## config.mk

```make
export PLATFORM = sky130hd
export DESIGN_NAME = rxdmx_top
export DESIGN_NICKNAME = d
export VERILOG_FILES = /design/src/rtl/rxdmx_pkg.sv /design/src/rtl/rxdmx_tagmatch.sv /design/src/rtl/rxdmx_queue.sv /design/src/rtl/rxdmx_steer.sv /design/src/rtl/rxdmx_top.sv
export SDC_FILE = /design/constraint.sdc
export NUM_CORES = 2
export LEC_CHECK = 0
export BUFFER_PORTS_ARGS = -buffer_cell sky130_fd_sc_hd__buf_2
export CAP_MARGIN = 25
export CORE_ASPECT_RATIO = 1.75
export CORE_MARGIN = 2
export CORE_UTILIZATION = 50
export DETAILED_ROUTE_END_ITERATION = 12
export MAX_ROUTING_LAYER = met4
export PLACE_DENSITY = 0.67
export SYNTH_ARGS = -nofsm -noshare
export SYNTH_HDL_FRONTEND = slang
export SYNTH_SLANG_ARGS = --single-unit
```

## constraint.sdc

```tcl
create_clock -name clk -period 6.7 [get_ports clk]
set_input_delay 1.34 -clock clk [delete_from_list [all_inputs] [get_ports clk]]
set_output_delay 1.34 -clock clk [all_outputs]
set_load 0.01 [all_outputs]
```

## src/rtl/rxdmx_pkg.sv

```systemverilog
package rxdmx_pkg;
  typedef enum logic [1:0] {
    PH_HDR = 2'd0,
    PH_TAG = 2'd1,
    PH_PAY = 2'd2
  } phase_e;
endpackage

```

## src/rtl/rxdmx_tagmatch.sv

```systemverilog
module rxdmx_tagmatch #(
  parameter int W  = 32,
  parameter int NQ = 4,
  localparam int IW = (NQ + 1 > 1) ? $clog2(NQ + 1) : 1
) (
  input  logic [W-1:0]    tag,
  input  logic [NQ*W-1:0] cfg_tags,
  output logic            hit,
  output logic [IW-1:0]   sel
);
  // scan high to low so the lowest matching index is written last
  always_comb begin
    hit = 1'b0;
    sel = IW'(NQ);
    for (int i = NQ - 1; i >= 0; i--) begin
      if (cfg_tags[i*W +: W] == tag) begin
        hit = 1'b1;
        sel = IW'(i);
      end
    end
  end
endmodule

```

## src/rtl/rxdmx_queue.sv

```systemverilog
module rxdmx_queue #(
  parameter int W     = 32,
  parameter int DEPTH = 16,
  localparam int AW = (DEPTH > 1) ? $clog2(DEPTH) : 1,
  localparam int CW = $clog2(DEPTH + 1)
) (
  input  logic          clk,
  input  logic          rst_n,
  input  logic          push,
  input  logic [W-1:0]  push_data,
  input  logic          pop_req,
  output logic [W-1:0]  head,
  output logic          valid,
  output logic          full,
  output logic          empty,
  output logic [CW-1:0] count
);
  logic [W-1:0]  mem [DEPTH];
  logic [AW-1:0] wr_ptr, rd_ptr;
  logic          push_ok, pop_ok;

  assign empty   = (count == '0);
  assign full    = (count == CW'(DEPTH));
  assign valid   = !empty;
  assign head    = mem[rd_ptr];
  assign push_ok = push && !full;
  assign pop_ok  = pop_req && !empty;

  function automatic logic [AW-1:0] bump(input logic [AW-1:0] p);
    return (p == AW'(DEPTH - 1)) ? '0 : p + AW'(1);
  endfunction

  always_ff @(posedge clk) begin
    if (push_ok) mem[wr_ptr] <= push_data;
  end

  always_ff @(posedge clk) begin
    if (!rst_n) begin
      wr_ptr <= '0;
      rd_ptr <= '0;
      count  <= '0;
    end else begin
      if (push_ok) wr_ptr <= bump(wr_ptr);
      if (pop_ok)  rd_ptr <= bump(rd_ptr);
      count <= count + CW'(push_ok) - CW'(pop_ok);
    end
  end

  p_no_overflow_r7: assert property (@(posedge clk) disable iff (!rst_n)
    push |-> !full);
  p_pop_empty_r10: assert property (@(posedge clk) disable iff (!rst_n)
    (pop_req && empty && !push) |=> empty);
  p_count_bound_r8: assert property (@(posedge clk) disable iff (!rst_n)
    count <= CW'(DEPTH));
endmodule

```

## src/rtl/rxdmx_steer.sv

```systemverilog
module rxdmx_steer
  import rxdmx_pkg::*;
#(
  parameter int W    = 32,
  parameter int NQ   = 4,
  parameter int LENW = 8,
  localparam int IW = (NQ + 1 > 1) ? $clog2(NQ + 1) : 1
) (
  input  logic            clk,
  input  logic            rst_n,
  input  logic            in_valid,
  output logic            in_ready,
  input  logic [W-1:0]    in_data,
  input  logic [NQ*W-1:0] cfg_tags,
  input  logic [NQ:0]     dest_full,
  output logic [NQ:0]     push
);
  phase_e          phase;
  logic [LENW-1:0] remain;
  logic [IW-1:0]   dest;
  logic            hit;
  logic [IW-1:0]   sel;
  logic            acc;

  rxdmx_tagmatch #(.W(W), .NQ(NQ)) u_match (
    .tag      (in_data),
    .cfg_tags (cfg_tags),
    .hit      (hit),
    .sel      (sel)
  );

  assign in_ready = (phase != PH_PAY) || !dest_full[dest];
  assign acc      = in_valid && in_ready;

  always_comb begin
    for (int i = 0; i <= NQ; i++) begin
      push[i] = acc && (phase == PH_PAY) && (dest == IW'(i));
    end
  end

  always_ff @(posedge clk) begin
    if (!rst_n) begin
      phase  <= PH_HDR;
      remain <= '0;
      dest   <= '0;
    end else if (acc) begin
      unique case (phase)
        PH_HDR: begin
          remain <= in_data[LENW-1:0];
          phase  <= PH_TAG;
        end
        PH_TAG: begin
          dest  <= hit ? sel : IW'(NQ);
          phase <= (remain == '0) ? PH_HDR : PH_PAY;
        end
        default: begin
          remain <= remain - LENW'(1);
          if (remain == LENW'(1)) phase <= PH_HDR;
        end
      endcase
    end
  end

  p_tag_not_stored_r2: assert property (@(posedge clk) disable iff (!rst_n)
    (phase != PH_PAY) |-> (push == '0));
  p_single_dest_r3: assert property (@(posedge clk) disable iff (!rst_n)
    $onehot0(push));
  p_stall_full_r7: assert property (@(posedge clk) disable iff (!rst_n)
    (in_valid && !in_ready) |-> (phase == PH_PAY && dest_full[dest]));
endmodule

```

## src/rtl/rxdmx_top.sv

```systemverilog
module rxdmx_top #(
  parameter int W      = 32,
  parameter int NQ     = 4,
  parameter int QDEPTH = 16,
  parameter int LENW   = 8
) (
  input  logic                                 clk,
  input  logic                                 rst_n,
  input  logic                                 in_valid,
  output logic                                 in_ready,
  input  logic [W-1:0]                         in_data,
  input  logic [NQ*W-1:0]                      cfg_tags,
  output logic [NQ:0]                          q_valid,
  input  logic [NQ:0]                          q_ready,
  output logic [(NQ+1)*W-1:0]                  q_data,
  output logic [NQ:0]                          q_empty,
  output logic [(NQ+1)*$clog2(QDEPTH+1)-1:0]   q_count,
  output logic                                 catch_irq
);
  localparam int CW = $clog2(QDEPTH + 1);

  logic [NQ:0] q_push;
  logic [NQ:0] q_full;

  rxdmx_steer #(.W(W), .NQ(NQ), .LENW(LENW)) u_steer (
    .clk       (clk),
    .rst_n     (rst_n),
    .in_valid  (in_valid),
    .in_ready  (in_ready),
    .in_data   (in_data),
    .cfg_tags  (cfg_tags),
    .dest_full (q_full),
    .push      (q_push)
  );

  for (genvar g = 0; g <= NQ; g++) begin : g_q
    rxdmx_queue #(.W(W), .DEPTH(QDEPTH)) u_q (
      .clk       (clk),
      .rst_n     (rst_n),
      .push      (q_push[g]),
      .push_data (in_data),
      .pop_req   (q_ready[g]),
      .head      (q_data[g*W +: W]),
      .valid     (q_valid[g]),
      .full      (q_full[g]),
      .empty     (q_empty[g]),
      .count     (q_count[g*CW +: CW])
    );
  end

  assign catch_irq = q_valid[NQ];

  p_irq_rise_r6: assert property (@(posedge clk) disable iff (!rst_n)
    $rose(catch_irq) |-> $past(q_push[NQ]));
  p_irq_fall_r6: assert property (@(posedge clk) disable iff (!rst_n)
    $fell(catch_irq) |-> $past(q_ready[NQ]));
endmodule

```

==> metrics.md <==
| Metric | Value |
|---|---|
| CP arrival | between 3 and 4 ns |
| Initial Util | 50.15% |
| Period utilisation layout | about three quarters |
| Cts bufs inserted | 229 |
| First-pass GRT wire length | roughly 360000 um |
| Max cap viols | 0 |
| GRT overflow | 0 |
| # port buffers | ~360 |
| Clk root buf | clkbuf_16 |
| Placed cell count | between 7000 and 8000 |
| IO Count | between 300 and 400 |
| Die Area | 0.2089 mm^2 |
| Synth Cell Area | approximately 0.1 mm^2 |
| Fraction of registers with async set/reset | 0% |
| Die W | about 350 um |
| Unrepaired setup endpoints after global routing | false |
| Final hold vios | 0 |
| CTS tree | built |
| Area delta synth->final | 13.82% |
| Worst-margin pin slew | approximately 1.1 ns |
| Gate Count Post-Synth | 4389 |
| Num rows | 220 |
| Non-Filler Instances | around 7800 |
| Register area share after synthesis | just under 80% |
| Post-Synth Adder-Cell Area | 0.8051% |
| Setup TNS | 0 ns |
| Slew Limit Fails | 0 |
| Hold Buf Count CTS | 0 |
| Post-layout util | a little under three fifths |
| Avg Inst Size Synth | 23.37 um^2 |
| Starting DRT DRC Count | a little over 5000 |
| Initial antenna violation count | 18 |
| Die height | between 600 and 700 um |
| Clock Latency Late Sink | around 0.9 ns |
| Largest net degree at the start of global routing | ~130 |
| Drt pass-1 iters | 7 |
| Status | complete, no violations |
| Vias in the first global route | slightly below 50000 |
| Synth Area in Compound Gates | less than 1% |
| Fin crit period | approximately 5 ns |
| Post-DP HPWL | about 150000 um |
| Synth Register Bits | approximately 2700 |
| Core ar. | between 0.2 and 0.25 mm^2 |
| VDD IR-drop max | 205.7 uV |
| CTS sink cnt | between 2000 and 3000 |
| Vias per cell | 6.173 |
| DRT Wirelength | 250000 um |
| Placed instance area | between 0.1 and 0.15 mm^2 |
| Final-report setup violation count | 0 |
| Post-route cell area | ~0.12 mm^2 |
| # DRC | 0 |
| Worst slack at placement | approximately 1.9 ns |
| Nets | 5161 |
| Crit start category | register |
| Xor/xnor cell area share of the yosys netlist | under 10% |
| Reg area | about 0.079 mm^2 |
| Min Hold Slack | roughly 0.48 ns |
| Global Route Usage Sum | between 20% and 30% |
| Post-synthesis mux area share | ~18% |
| Predominant post-synthesis flop cell | edfxtp_1 |
| Multi-input gate area | roughly 0.023 mm^2 |
| Number of setup buffers added after CTS | 0 |
| Final GP Congestion | ~0.8 |
| Post-synth cell types | 57 |
| Final WS setup | between 1.5 and 2 ns |
| Largest family of logic cells by synthesized area | multiplexers |
| Syn Nets | 4620 |
| Leakage | about 36 nW |
| Total power | roughly 38 mW |
| WS Path Type | register to primary output |
| Post-synth EDFFs | 2560 |
| Worst min path class | register to register |
| Post-Synth Simple-Gate Area | approximately 1.6% |
| DR WL/cell | about 32 um |
| CP max FO | between 40 and 50 |
| Crit end category | primary output |
| PD cells | around 320 mW/mm^2 |
| Share of layout cells above drive strength 1 | approximately a third |
| F_max | slightly below 0.2 GHz |
| H-tree levels | 4 |
| Clock transition at path regs | roughly 0.070 ns |
| Max Root-Sink Buffers | 4 |
| Via Count | just under 50000 |
| Fillers | 14640 |
| Post-Route Skew | between 0.06 and 0.07 ns |
| Ys Warns | 0 |
| WP data required | between 5 and 6 ns |
| Rel. slew slack | roughly a quarter |
| PostCTS Resize Cnt | 0 |
| Detail Route Antenna Nets | 0 |
==> cell type report <==
| class | count | share of cell area (%) |
|---|---|---|
| timing repair buffer | 529 | 3.316 |
| clock buffer | 293 | 5.255 |
| multi-input combinational | 1448 | 19.76 |
| inverter | 64 | 0.2058 |
| tap | 2664 | 2.855 |
| sequential | 2658 | 67.57 |
| clock inverter | 113 | 1.021 |
| antenna | 9 | 0.01929 |
==> Yosys cell counts (all sizes together) (2+ instances only) <==
cell,number,area [um^2]
edfxtp,2560,76870
mux4,800,18020
clkbuf,133,499.2
nor2,104,390.4
xnor2,104,910.9
dfxtp,98,1962
buf,86,409.1
inv,63,236.5
ha,58,725.7
nand2,49,191.4
xor2,49,429.2
a21oi,40,200.2
nor3,32,181.4
and2,28,175.2
nand4,26,162.7
mux2i,19,190.2
o21ai,19,95.09
nor4,18,127.6
or3,15,93.84
a31oi,13,81.33
nand2b,11,68.82
a21o,8,60.06
nand3,6,30.03
fa,5,100.1
a22oi,4,30.03
nor4bb,4,40.04
and3,3,20.02
nor2b,3,18.77
nor3b,3,22.52
o211ai,3,22.52
o22ai,3,18.77
or2,3,18.77
a211oi,2,15.01
nand3b,2,15.01
or4,2,15.01
or4b,2,20.02
==> power by group <==
group	switching, mW	total [mW]	internal (mW)
logic	2.96	5.95	2.99
registers	0.411	18.7	18.3
clock network	5.79	13.2	7.40
total	9.17	37.9	28.7
==> path summary, 6_finish.rpt <==
kind,from,endpoint,slack (ns),depth (start not counted)
setup / recovery,register,q_data[114],1.64,4
hold / removal,u_steer.remain[6],u_steer.remain[6],0.48,2
setup reg to reg,u_steer.phase[1],g_q[0].u_q.mem[3][27],2.86,6
hold reg to reg,u_steer.remain[6],u_steer.remain[6],0.48,2
==> worst max-delay path, cell delays in order (launching register included) <==
cell,delay (ns)
dfxtp_4,0.92
buf_4,0.58
mux4_2,0.60
mux4_2,0.55
buf_2,0.18
==> layer usage <==
| metal | part of all wire [%] | GRT usage (%) | up-vias | routed length (um) |
|---|---|---|---|---|
| met5 | 0 | - | - | 0 |
| met4 | 2.9 | 6.880 | 0 | 7366 |
| met3 | 6.6 | 3.449 | 433 | 16500 |
| met2 | 52 | 41.62 | 1947 | 129600 |
| met1 | 39 | 31.87 | 26020 | 96570 |
| li1 | - | - | 19610 | - |
==> cell usage in the layout (no fill, tap or decap), types with 11 or more instances in the layout <==
cell       count
nor4_1        15
clkinv_2      36
mux4_2       800
mux2i_1       19
nand4_1       26
xor2_1        49
nand2b_1      11
edfxtp_1    2560
inv_1         63
nor3_2        22
a31oi_1       13
and2_1        12
ha_1          58
clkbuf_16    232
buf_4        144
o21ai_0       19
bufinv_16     25
buf_12        44
buf_2        332
nand2_1       48
clkinv_1      39
nor2_4        44
or3_1         15
and2_2        16
xnor2_1      104
clkbuf_1      51
dfxtp_1       78
nor2_1        60
a21oi_1       40
==> flip-flops by register name, summed over array words and instances, names as in the netlist, named ones only <==
register / count
g_q.u_q.count: 25
g_q.u_q.mem: 2560
g_q.u_q.rd_ptr: 20
g_q.u_q.wr_ptr: 20
u_steer.dest: 3
u_steer.phase: 2
u_steer.remain: 8
==> logic make-up (layout without fill, tap and decap cells) <==
kind of cell,after synthesis,in the layout
fa+ha+maj,63,63
mux,819,819
buf+inv,283,999
flops,2658,2658
simple gates,313,313
other cells,0,9
xor+xnor,153,153
compound gates,100,100
Power figures use the tool's default switching activity.
